**config.mk**
```make
export PLATFORM = sky130hd
export DESIGN_NAME = cipher_seq_ctrl
export DESIGN_NICKNAME = d
export VERILOG_FILES = /design/src/rtl/cseq_pkg.sv /design/src/rtl/cseq_in_buf.sv /design/src/rtl/cseq_round_ctr.sv /design/src/rtl/cseq_fsm.sv /design/src/rtl/cseq_key_rom.sv /design/src/rtl/cseq_dp_stub.sv /design/src/rtl/cseq_out_buf.sv /design/src/rtl/cipher_seq_ctrl.sv
export SDC_FILE = /design/constraint.sdc
export NUM_CORES = 1
export LEC_CHECK = 0
export ABC_AREA = 1
export CAP_MARGIN = 10
export CORE_MARGIN = 5
export CORE_UTILIZATION = 59
export CTS_BUF_LIST = sky130_fd_sc_hd__clkbuf_16
export CTS_CLUSTER_SIZE = 8
export DETAILED_ROUTE_END_ITERATION = 10
export PLACE_DENSITY = 0.81
export SYNTH_ARGS = -nofsm -noshare
export SYNTH_HDL_FRONTEND = slang
export SYNTH_HIERARCHICAL = 1
export SYNTH_SLANG_ARGS = --single-unit
```
**constraint.sdc**
```tcl
create_clock -name clk -period 7.9 [get_ports clk]
set_clock_uncertainty 0.05 [all_clocks]
set_input_delay 0.79 -clock clk [delete_from_list [all_inputs] [get_ports clk]]
set_output_delay 0.79 -clock clk [all_outputs]
set_load 0.02 [all_outputs]
```
**src/rtl/cseq_pkg.sv**
```systemverilog
package cseq_pkg;

   typedef enum logic [2:0] {
      ST_IDLE    = 3'd0,
      ST_LOAD    = 3'd1,
      ST_INIT    = 3'd2,
      ST_ROUND   = 3'd3,
      ST_DONE    = 3'd4,
      ST_WAIT_RD = 3'd5
   } cseq_state_e;

   typedef enum logic {
      DIR_ENC = 1'b0,
      DIR_DEC = 1'b1
   } cseq_dir_e;

endpackage

```
**src/rtl/cseq_in_buf.sv**
```systemverilog
module cseq_in_buf #(
   parameter int BLK_W = 64
) (
   input  logic             clk,
   input  logic             rst_n,
   input  logic             wr_strobe,
   input  logic [BLK_W-1:0] wr_data,
   input  logic             mode_in,
   input  logic             take,
   output logic             full,
   output logic [BLK_W-1:0] blk,
   output logic             blk_dec
);

   logic accept;

   assign accept = wr_strobe && !full;

   always_ff @(posedge clk or negedge rst_n) begin
      if (!rst_n) begin
         full    <= 1'b0;
         blk     <= '0;
         blk_dec <= 1'b0;
      end else begin
         if (accept) begin
            blk     <= wr_data;
            blk_dec <= mode_in;
         end
         if (accept) begin
            full <= 1'b1;
         end else if (take) begin
            full <= 1'b0;
         end
      end
   end

endmodule

```
**src/rtl/cseq_round_ctr.sv**
```systemverilog
module cseq_round_ctr #(
   parameter int ROUNDS = 12,
   localparam int RND_W = $clog2(ROUNDS + 1)
) (
   input  logic             clk,
   input  logic             rst_n,
   input  logic             set_en,
   input  logic [RND_W-1:0] set_val,
   input  logic             up_en,
   input  logic             dn_en,
   output logic [RND_W-1:0] cnt,
   output logic             at_top,
   output logic             at_one
);

   localparam logic [RND_W-1:0] TOP = RND_W'(ROUNDS);
   localparam logic [RND_W-1:0] ONE = RND_W'(1);

   always_ff @(posedge clk or negedge rst_n) begin
      if (!rst_n) begin
         cnt <= '0;
      end else if (set_en) begin
         cnt <= set_val;
      end else if (up_en) begin
         cnt <= cnt + ONE;
      end else if (dn_en) begin
         cnt <= cnt - ONE;
      end
   end

   assign at_top = (cnt == TOP);
   assign at_one = (cnt == ONE);

endmodule

```
**src/rtl/cseq_fsm.sv**
```systemverilog
module cseq_fsm
   import cseq_pkg::*;
#(
   parameter int ROUNDS = 12,
   localparam int RND_W = $clog2(ROUNDS + 1)
) (
   input  logic             clk,
   input  logic             rst_n,
   input  logic             buf_full,
   input  logic             buf_dec,
   input  logic             rd_strobe,
   input  logic             cnt_top,
   input  logic             cnt_one,
   output cseq_state_e      state,
   output cseq_dir_e        dir,
   output logic             take,
   output logic             dp_load,
   output logic             dp_init,
   output logic             dp_round,
   output logic             out_cap,
   output logic             cnt_set,
   output logic [RND_W-1:0] cnt_val,
   output logic             cnt_up,
   output logic             cnt_dn
);

   cseq_state_e nxt;
   cseq_dir_e   buf_dir;

   assign buf_dir = buf_dec ? DIR_DEC : DIR_ENC;

   always_ff @(posedge clk or negedge rst_n) begin
      if (!rst_n) begin
         state <= ST_IDLE;
         dir   <= DIR_ENC;
      end else begin
         state <= nxt;
         if (state == ST_LOAD) begin
            dir <= buf_dir;
         end
      end
   end

   always_comb begin
      nxt      = state;
      take     = 1'b0;
      dp_load  = 1'b0;
      dp_init  = 1'b0;
      dp_round = 1'b0;
      out_cap  = 1'b0;
      cnt_set  = 1'b0;
      cnt_val  = '0;
      cnt_up   = 1'b0;
      cnt_dn   = 1'b0;
      unique case (state)
         ST_IDLE: begin
            if (buf_full) begin
               nxt = ST_LOAD;
            end
         end
         ST_LOAD: begin
            take    = 1'b1;
            dp_load = 1'b1;
            cnt_set = 1'b1;
            if (buf_dir == DIR_DEC) begin
               cnt_val = RND_W'(ROUNDS);
               nxt     = ST_ROUND;
            end else begin
               cnt_val = '0;
               nxt     = ST_INIT;
            end
         end
         ST_INIT: begin
            dp_init = 1'b1;
            if (dir == DIR_ENC) begin
               cnt_up = 1'b1;
               nxt    = ST_ROUND;
            end else begin
               nxt = ST_DONE;
            end
         end
         ST_ROUND: begin
            dp_round = 1'b1;
            if (dir == DIR_ENC) begin
               if (cnt_top) begin
                  nxt = ST_DONE;
               end else begin
                  cnt_up = 1'b1;
               end
            end else begin
               cnt_dn = 1'b1;
               if (cnt_one) begin
                  nxt = ST_INIT;
               end
            end
         end
         ST_DONE: begin
            out_cap = 1'b1;
            nxt     = ST_WAIT_RD;
         end
         ST_WAIT_RD: begin
            if (rd_strobe) begin
               nxt = ST_IDLE;
            end
         end
         default: nxt = ST_IDLE;
      endcase
   end

endmodule

```
**src/rtl/cseq_key_rom.sv**
```systemverilog
module cseq_key_rom #(
   parameter int                WORD_W   = 32,
   parameter int                ROUNDS   = 12,
   parameter logic [WORD_W-1:0] KEY_MULT = WORD_W'(32'h9E3779B9),
   localparam int               RND_W    = $clog2(ROUNDS + 1),
   localparam int               N_WORDS  = 2,
   localparam int               BLK_W    = N_WORDS * WORD_W
) (
   input  logic [RND_W-1:0] addr,
   output logic [BLK_W-1:0] key
);

   for (genvar g = 0; g < N_WORDS; g++) begin : g_word
      logic [WORD_W-1:0] idx;
      assign idx = (WORD_W'(addr) << 1) + WORD_W'(g + 1);
      assign key[g*WORD_W +: WORD_W] = idx * KEY_MULT;
   end

endmodule

```
**src/rtl/cseq_dp_stub.sv**
```systemverilog
module cseq_dp_stub
   import cseq_pkg::*;
#(
   parameter int  WORD_W  = 32,
   parameter int  ROT_AMT = 3,
   localparam int N_WORDS = 2,
   localparam int BLK_W   = N_WORDS * WORD_W
) (
   input  logic             clk,
   input  logic             rst_n,
   input  logic             load,
   input  logic             init_step,
   input  logic             round_step,
   input  cseq_dir_e        dir,
   input  logic [BLK_W-1:0] blk_in,
   input  logic [BLK_W-1:0] key,
   output logic [BLK_W-1:0] q
);

   logic [BLK_W-1:0] step;

   for (genvar g = 0; g < N_WORDS; g++) begin : g_word
      logic [WORD_W-1:0] w, k, mix, fwd, bwd, rot_r;
      assign w     = q[g*WORD_W +: WORD_W];
      assign k     = key[g*WORD_W +: WORD_W];
      assign mix   = w ^ k;
      assign fwd   = (mix << ROT_AMT) | (mix >> (WORD_W - ROT_AMT));
      assign rot_r = (w >> ROT_AMT) | (w << (WORD_W - ROT_AMT));
      assign bwd   = rot_r ^ k;
      always_comb begin
         if (init_step) begin
            step[g*WORD_W +: WORD_W] = mix;
         end else if (dir == DIR_DEC) begin
            step[g*WORD_W +: WORD_W] = bwd;
         end else begin
            step[g*WORD_W +: WORD_W] = fwd;
         end
      end
   end

   always_ff @(posedge clk or negedge rst_n) begin
      if (!rst_n) begin
         q <= '0;
      end else if (load) begin
         q <= blk_in;
      end else if (init_step || round_step) begin
         q <= step;
      end
   end

endmodule

```
**src/rtl/cseq_out_buf.sv**
```systemverilog
module cseq_out_buf #(
   parameter int BLK_W = 64
) (
   input  logic             clk,
   input  logic             rst_n,
   input  logic             cap,
   input  logic [BLK_W-1:0] res,
   input  logic             rd_strobe,
   output logic             avail,
   output logic [BLK_W-1:0] data
);

   always_ff @(posedge clk or negedge rst_n) begin
      if (!rst_n) begin
         avail <= 1'b0;
         data  <= '0;
      end else if (cap) begin
         avail <= 1'b1;
         data  <= res;
      end else if (avail && rd_strobe) begin
         avail <= 1'b0;
      end
   end

endmodule

```
**src/rtl/cipher_seq_ctrl.sv**
```systemverilog
module cipher_seq_ctrl
   import cseq_pkg::*;
#(
   parameter int                WORD_W   = 32,
   parameter int                ROUNDS   = 12,
   parameter int                ROT_AMT  = 3,
   parameter logic [WORD_W-1:0] KEY_MULT = WORD_W'(32'h9E3779B9),
   localparam int               BLK_W    = 2 * WORD_W,
   localparam int               RND_W    = $clog2(ROUNDS + 1)
) (
   input  logic             clk,
   input  logic             rst_n,
   input  logic             mode_dec,
   input  logic             wr_strobe,
   input  logic [BLK_W-1:0] wr_data,
   output logic             buf_full,
   input  logic             rd_strobe,
   output logic [BLK_W-1:0] rd_data,
   output logic             data_avail,
   output logic [RND_W-1:0] round_no
);

   if (WORD_W < 8 || WORD_W > 64) begin : g_bad_word
      $error("cipher_seq_ctrl: WORD_W must lie in 8..64");
   end
   if (ROUNDS < 1) begin : g_bad_rounds
      $error("cipher_seq_ctrl: ROUNDS must be at least 1");
   end
   if (ROT_AMT < 1 || ROT_AMT >= WORD_W) begin : g_bad_rot
      $error("cipher_seq_ctrl: ROT_AMT must lie in 1..WORD_W-1");
   end

   logic             buf_dec, take;
   logic [BLK_W-1:0] buf_blk, round_key, dp_q;
   logic             dp_load, dp_init, dp_round, out_cap;
   logic             cnt_set, cnt_up, cnt_dn, cnt_top, cnt_one;
   logic [RND_W-1:0] cnt_val;
   cseq_state_e      fsm_state;
   cseq_dir_e        fsm_dir;

   cseq_in_buf #(.BLK_W(BLK_W)) u_in (
      .clk(clk), .rst_n(rst_n), .wr_strobe(wr_strobe), .wr_data(wr_data),
      .mode_in(mode_dec), .take(take), .full(buf_full), .blk(buf_blk),
      .blk_dec(buf_dec)
   );

   cseq_fsm #(.ROUNDS(ROUNDS)) u_fsm (
      .clk(clk), .rst_n(rst_n), .buf_full(buf_full), .buf_dec(buf_dec),
      .rd_strobe(rd_strobe), .cnt_top(cnt_top), .cnt_one(cnt_one),
      .state(fsm_state), .dir(fsm_dir), .take(take), .dp_load(dp_load),
      .dp_init(dp_init), .dp_round(dp_round), .out_cap(out_cap),
      .cnt_set(cnt_set), .cnt_val(cnt_val), .cnt_up(cnt_up), .cnt_dn(cnt_dn)
   );

   cseq_round_ctr #(.ROUNDS(ROUNDS)) u_ctr (
      .clk(clk), .rst_n(rst_n), .set_en(cnt_set), .set_val(cnt_val),
      .up_en(cnt_up), .dn_en(cnt_dn), .cnt(round_no), .at_top(cnt_top),
      .at_one(cnt_one)
   );

   cseq_key_rom #(.WORD_W(WORD_W), .ROUNDS(ROUNDS), .KEY_MULT(KEY_MULT)) u_key (
      .addr(round_no), .key(round_key)
   );

   cseq_dp_stub #(.WORD_W(WORD_W), .ROT_AMT(ROT_AMT)) u_dp (
      .clk(clk), .rst_n(rst_n), .load(dp_load), .init_step(dp_init),
      .round_step(dp_round), .dir(fsm_dir), .blk_in(buf_blk),
      .key(round_key), .q(dp_q)
   );

   cseq_out_buf #(.BLK_W(BLK_W)) u_out (
      .clk(clk), .rst_n(rst_n), .cap(out_cap), .res(dp_q),
      .rd_strobe(rd_strobe), .avail(data_avail), .data(rd_data)
   );

endmodule

```
# --- Yosys cells after proc, flatten, opt, wreduce, memory -nomap -nowiden ---
# Cells that the tools add are included.
word_totals:
  regBits: 203
  output_inout_bits: 70
  elab_cells: 78
op_classes:
  mul: 2
  n_mux: 34
  eq_ne: 11
  n_bitwise: 8
  addsub: 4
  reduce_logical: 10
ops:
  columns: ["operator", "count"]
  rows:
  - ["32-bit 2-to-1 mux", 4]
  - ["64-bit 2-to-1 mux", 2]
  - ["32-bit XOR", 4]
  - ["29-bit by 32-bit bitwise OR with 32-bit output", 2]
  - ["32-bit by 3-bit bitwise OR with 32-bit output", 2]
  - ["32-bit by 32-bit multiplier with 32-bit output (second input constant)", 1]
  - ["6-bit by 32-bit multiplier with 32-bit output (second input constant)", 1]
  - ["4-bit 2-to-1 mux", 5]
  - ["3-bit 2-to-1 mux", 6]
  - ["3-bit case mux with 6 select lines", 1]
  - ["1-bit 2-to-1 mux", 15]
  - ["5-bit by 1-bit adder with 6-bit output (second input constant)", 1]
  - ["5-bit by 2-bit adder with 6-bit output (second input constant)", 1]
  - ["3-bit by 2-bit == test with 1-bit output (second input constant)", 2]
  - ["3-bit == test (second input constant)", 2]
  - ["2-bit nonzero test", 3]
  - ["4-bit by 1-bit adder with 4-bit output (second input constant)", 1]
  - ["4-bit by 1-bit == test with 1-bit output (second input constant)", 1]
  - ["4-bit == test (second input constant)", 1]
  - ["2-bit inequality test (second input constant)", 2]
  - ["4-bit AND reduction", 1]
  - ["4-bit by 1-bit subtractor with 4-bit output (second input constant)", 1]
  - ["3-bit by 1-bit == test with 1-bit output (second input constant)", 1]
  - ["3-bit zero test", 1]
  - ["7 further kinds", 8]

# --- Longest topological paths before layout ---
depth:
  ltp_word: 8
  mapped_depth: 30
  mapped_depth_nobuf: 30

# --- Hierarchy ---
# The synthesis kept the hierarchy.
modules_own_cells:
  columns: ["module", "area_per_inst_um2", "n_inst", "cells_per_inst"]
  rows:
  - ["cseq_dp_stub", 6591.3, 1, 1243]
  - ["cseq_key_rom", 5166.2, 1, 904]
  - ["cseq_in_buf", 2613.8, 1, 285]
  - ["cseq_out_buf", 2517.4, 1, 275]
  - ["cseq_round_ctr", 374.1, 1, 57]
  - ["cseq_fsm", 360.3, 1, 54]

# --- Least setup slack after synthesis ---
# Ideal clock, no wire load.
synth_path:
  path_type: "reg-to-reg"
  from: "reg u_ctr.cnt[0]"
  to: "reg u_dp.q[54]"
  path_slack_ps: 2976
  n_path_buf: 0
  period_less_slack_ps: 4924
  arrival_ps: 4757
  setup_time_ps: 116
  stages_incl_launch_ff: 25
  cell_sequence: "dfrtp_1 inv_1 ha_1 xnor2_2 xnor2_1 fa_1 inv_1 ha_1 inv_1 fa_1 inv_1 nand3_1 nand3_1 nand2_1 nand2_1 nand2_1 nand2_1 xor2_1 inv_1 nand2_1 nand3_1 nand3_1 nand2_1 nand2_1 nand2_1"
synth_between:
  elab_cells_between_ends: 9
  classes_between: "1 x add/sub; 1 x mul; 4 x mux; 3 x bitwise"
synth_lines:
  columns: ["item", "line_no", "rtl"]
  rows:
  - ["start: declaration", "cseq_round_ctr.sv:11", "output logic [RND_W-1:0] cnt,"]
  - ["start signal: assignment", "cseq_round_ctr.sv:23", "cnt <= set_val;"]
  - ["start signal: assignment", "cseq_round_ctr.sv:25", "cnt <= cnt + ONE;"]
  - ["start signal: assignment", "cseq_round_ctr.sv:27", "cnt <= cnt - ONE;"]
  - ["5-bit by 2-bit adder with 6-bit output *", "cseq_key_rom.sv:15", "assign idx = (WORD_W'(addr) << 1) + WORD_W'(g + 1);"]
  - ["6-bit by 32-bit multiplier with 32-bit output *", "cseq_key_rom.sv:16", "assign key[g*WORD_W +: WORD_W] = idx * KEY_MULT;"]
  - ["via round_key[54]", "cipher_seq_ctrl.sv:34", "logic [BLK_W-1:0] buf_blk, round_key, dp_q;"]
  - ["32-bit XOR", "cseq_dp_stub.sv:29", "assign bwd = rot_r ^ k;"]
  - ["32-bit 2-to-1 mux", "cseq_dp_stub.sv:33", "end else if (dir == DIR_DEC) begin"]
  - ["32-bit 2-to-1 mux *", "cseq_dp_stub.sv:31", "if (init_step) begin"]
  - ["64-bit 2-to-1 mux *", "cseq_dp_stub.sv:46", "end else if (init_step || round_step) begin"]
  - ["64-bit 2-to-1 mux *", "cseq_dp_stub.sv:44", "end else if (load) begin"]
  - ["end signal: assignment", "cseq_dp_stub.sv:45", "q <= blk_in;"]
  - ["end signal: assignment", "cseq_dp_stub.sv:47", "q <= step;"]
  - ["end: declaration", "cseq_dp_stub.sv:17", "output logic [BLK_W-1:0] q"]
# The timed path passes the listed nets; every way through them passes the cells marked *. The select of a mux whose other input is x is not followed.
# A chain may end at the register's enable or synchronous reset.

# --- Worst setup path after layout ---
layout_path:
  from: "reg u_ctr.cnt[0]"
  to: "reg u_dp.q[44]"
# The elaborated chain is that of the path after synthesis.

==> summary.md <==
| Metric | Value |
|---|---|
| Outcome | completed |
| Top cells by area, synth | dfrtp_1 (29%), nand2_1 (27%), inv_1 (9.1%) |
| Drt drc | 0 |
| Yosys reg bits | 203 |
| Final Hold Viols | 0 |
| Setup crit end | u_dp/q[44]$_DFFE_PN0P_ |
| CTS tree | built |
| Asr flop ratio synth | 100% |
| Mapped Area | 17600 um^2 |
| Clk pin slew, worst setup/hold paths | 0.05 ns |
| # IOs | 139 |
| Vias in the first global route | 17900 |
| YS warnings | 6 |
| DRT Wirelength | 58900 um |
| First-pass DRT Iterations | 6 |
| Hold WC Path Type | primary input to asynchronous set/reset pin |
| Dominant cell type by area after synthesis | dfrtp_1 |
| GP Congestion | 1.02 |
| CTS sink cnt | 203 |
| Setup-violating endpoint count in the final report | 0 |
| Critical path fanouts, max | 20 |
| RSZ-0062 raised after global routing | false |
| Fin. max-slew vios | 0 |
| Total track usage | 34.7% |
| RR Endpoint | u_dp/q[44]$_DFFE_PN0P_ |
| Setup bufs post-CTS | 0 |
| P&R area growth vs syn | 11.7% |
| First-pass GRT wire length | 93500 um |
| Die Y | 183 um |
| Slew margin rel. | 27.0% |
| Seq/Total Area, Yosys | 28.8% |
| Startpoint Class | flip-flop |
| Root Buffer | clkbuf_16 |
| Clock latency on the worst-skew pair | 0.55 ns |
| Site row count | 63 |
| CORE AREA | 29600 um^2 |
| DR iter-0 viols | 1467 |
| Syn_area_per_cell | 6.25 um^2 |
| Sum of negative setup slack | 0 ns |
| Met1 wire length | 22300 um |
| Yosys top cell area share | 28.8% |
| Worst EP required | 8.32 ns |
| Clock Tree Buf Depth | 3 |
| Crit path DAT | 6.59 ns |
| Min Tclk post-route | 6.17 ns |
| GR Overflow Total | 0 |
| Commonest cells post-synth | nand2_1 (1249), inv_1 (425), nand3_1 (315), dfrtp_1 (203), nor2_1 (166) |
| Fmax | 0.162 GHz |
| Synth cell types | 39 |
| Period utilization | 78.1% |
| Mapped Cells | 2818 |
| CTS resizes | 0 |
| Worst-Margin Slew | 1.10 ns |
| Met2 Wirelength | 29200 um |
| Die X | 183 um |
| Post-synth EDFFs | 0 |
| H-tree level count | 1 |
| Worst reg2reg path depth | 23 |
| Layout Nets | 3102 |
| Met3 wire length | 3650 um |
| Routed len/inst | 17.9 um |
| R2r setup slk | 1.73 ns |
| CP startpoint | u_ctr/cnt[0]$_DFFE_PN0P_ |
| ANT cells | 0 |
| Largest net degree at the start of global routing | 84 |
| Max-cap viol count | 0 |
| Reg2reg start | u_ctr/cnt[0]$_DFFE_PN0P_ |
| Crit end category | flip-flop |
| ANT nets after route | 0 |
| Share of cells above drive strength 1 | 2.89% |
| Port Buf Inserts | 138 |
| Hold_buf cts | 0 |
| Top FF cell, synth | dfrtp_1 |
| Top-count cell post-synth | nand2_1 |
| CTS buffer count | 29 |
| Detailed placement HPWL | 42400 um |
| Uppermost routed layer | met4 |
| Starting Density | 59.6% |
| Kind of critical path | flip-flop to flip-flop |
| Vias per std cell | 5.50 |
| Die area | 33400 um^2 |
| DR vias | 18100 |
| Antenna violations before repair | 0 |
## worst max-delay path, cell delays in order, from the launching register on
cell and delay, ns:
dfrtp_1 0.89, inv_1 0.51, ha_1 0.65, xnor2_2 0.69, xnor2_1 0.30, fa_1 0.52
inv_1 0.07, ha_1 0.18, inv_1 0.07, fa_1 0.47, inv_1 0.12, nand3_1 0.07
nand3_1 0.19, nand2_1 0.07, nand2_1 0.17, xor2_1 0.43, inv_1 0.13, nand2_1 0.10
nand3_1 0.07, nand2_1 0.10, inv_1 0.06, nand2_1 0.06, nand2_1 0.05, nand2_1 0.05
## metrics by stage
| step | area (um^2) | setup slack [ns] | hold WS, ns | utilization [%] | cells |
|---|---|---|---|---|---|
| finish | 19700 | 1.73 | 0.163 | 66.6 | 3295 |
| global route | 19700 | 1.29 | 0.201 | 66.6 | 3295 |
| CTS | 19700 | 1.73 | 0.174 | 66.6 | 3295 |
| detailed placement | 18900 | 1.78 | 0.407 | 64.1 | 3262 |
| global placement | 18900 | 2.03 | 0.404 | 64.1 | 3262 |
| floorplan | 17600 | 2.98 | 0.392 | - | 2819 |
## cells by family (layout without fill, tap and decap cells)
family	Yosys count	count (layout)	share of synthesized area, %
and+or+nand+nor	1785	1785	41.1
xor gates and xnor gates	78	78	3.92
other	3	4	0.0639
DFF	203	203	28.8
adders and majority gates	130	130	10.3
AOI/OAI and AO/OA	83	83	2.51
buffers and inverters	536	622	13.2
## state kept, by name (all words and copies together), names as in the netlist
register and flops:
u_dp/q 64, u_in/blk 64, u_out/data 64, u_ctr/cnt 4, u_fsm/state 3, u_fsm/dir 1
u_in/blk_dec 1, u_in/full 1, u_out/avail 1
## layer usage
layer,global-route usage [%],vias to the layer above
met5,0,-
met4,18.5,0
met3,3.59,218
met2,62.3,841
met1,41.0,8380
li1,-,8692
## layout by cell type, fill, tap and decap left out, types with 7 or more instances in the layout
master / netlist / final
nand3_1: 315 / 315
a21oi_1: 32 / 32
fa_1: 26 / 26
clkbuf_16: 0 / 29
nand4_1: 19 / 19
ha_1: 104 / 104
buf_4: 26 / 18
nand2_1: 1249 / 1248
xnor2_1: 22 / 22
clkdlybuf4s50_1: 0 / 136
nand2_2: 6 / 7
inv_1: 425 / 426
nor2_1: 166 / 166
o21ai_1: 18 / 18
inv_2: 7 / 7
dfrtp_1: 203 / 202
xor2_1: 55 / 55
o21ai_0: 23 / 23
## worst min-delay path by stage
| stage | start | to | slack [ns] | cells past startpoint |
|---|---|---|---|---|
| 6_report | rst_n | u_out/data[63]$_DFFE_PN0P_ | 0.16 | 1 |
| 5_1_grt | rst_n | u_out/data[63]$_DFFE_PN0P_ | 0.20 | 1 |
| 4_1_cts | rst_n | u_out/data[63]$_DFFE_PN0P_ | 0.17 | 1 |
| 3_5_place_dp | u_out/data[17]$_DFFE_PN0P_ | u_out/data[17]$_DFFE_PN0P_ | 0.41 | 2 |
| 3_3_place_gp | u_out/data[52]$_DFFE_PN0P_ | u_out/data[52]$_DFFE_PN0P_ | 0.40 | 2 |
| 2_1_floorplan | u_in/blk_dec$_DFFE_PN0P_ | u_in/blk_dec$_DFFE_PN0P_ | 0.39 | 2 |
## final cells by class
cell class	instances	area [um^2]
Clock inverter	4	15.0
Tap cell	390	488
Inverter	433	1630
Sequential cell	203	5080
Timing Repair Buffer	156	1520
Multi-Input combinational cell	2080	10200
Fill cell	2612	9880
Clock buffer	29	726
Power is left out: the tool's default activity adds up to more than one toggle a clock period on the data nets, which glitch-free logic cannot reach.
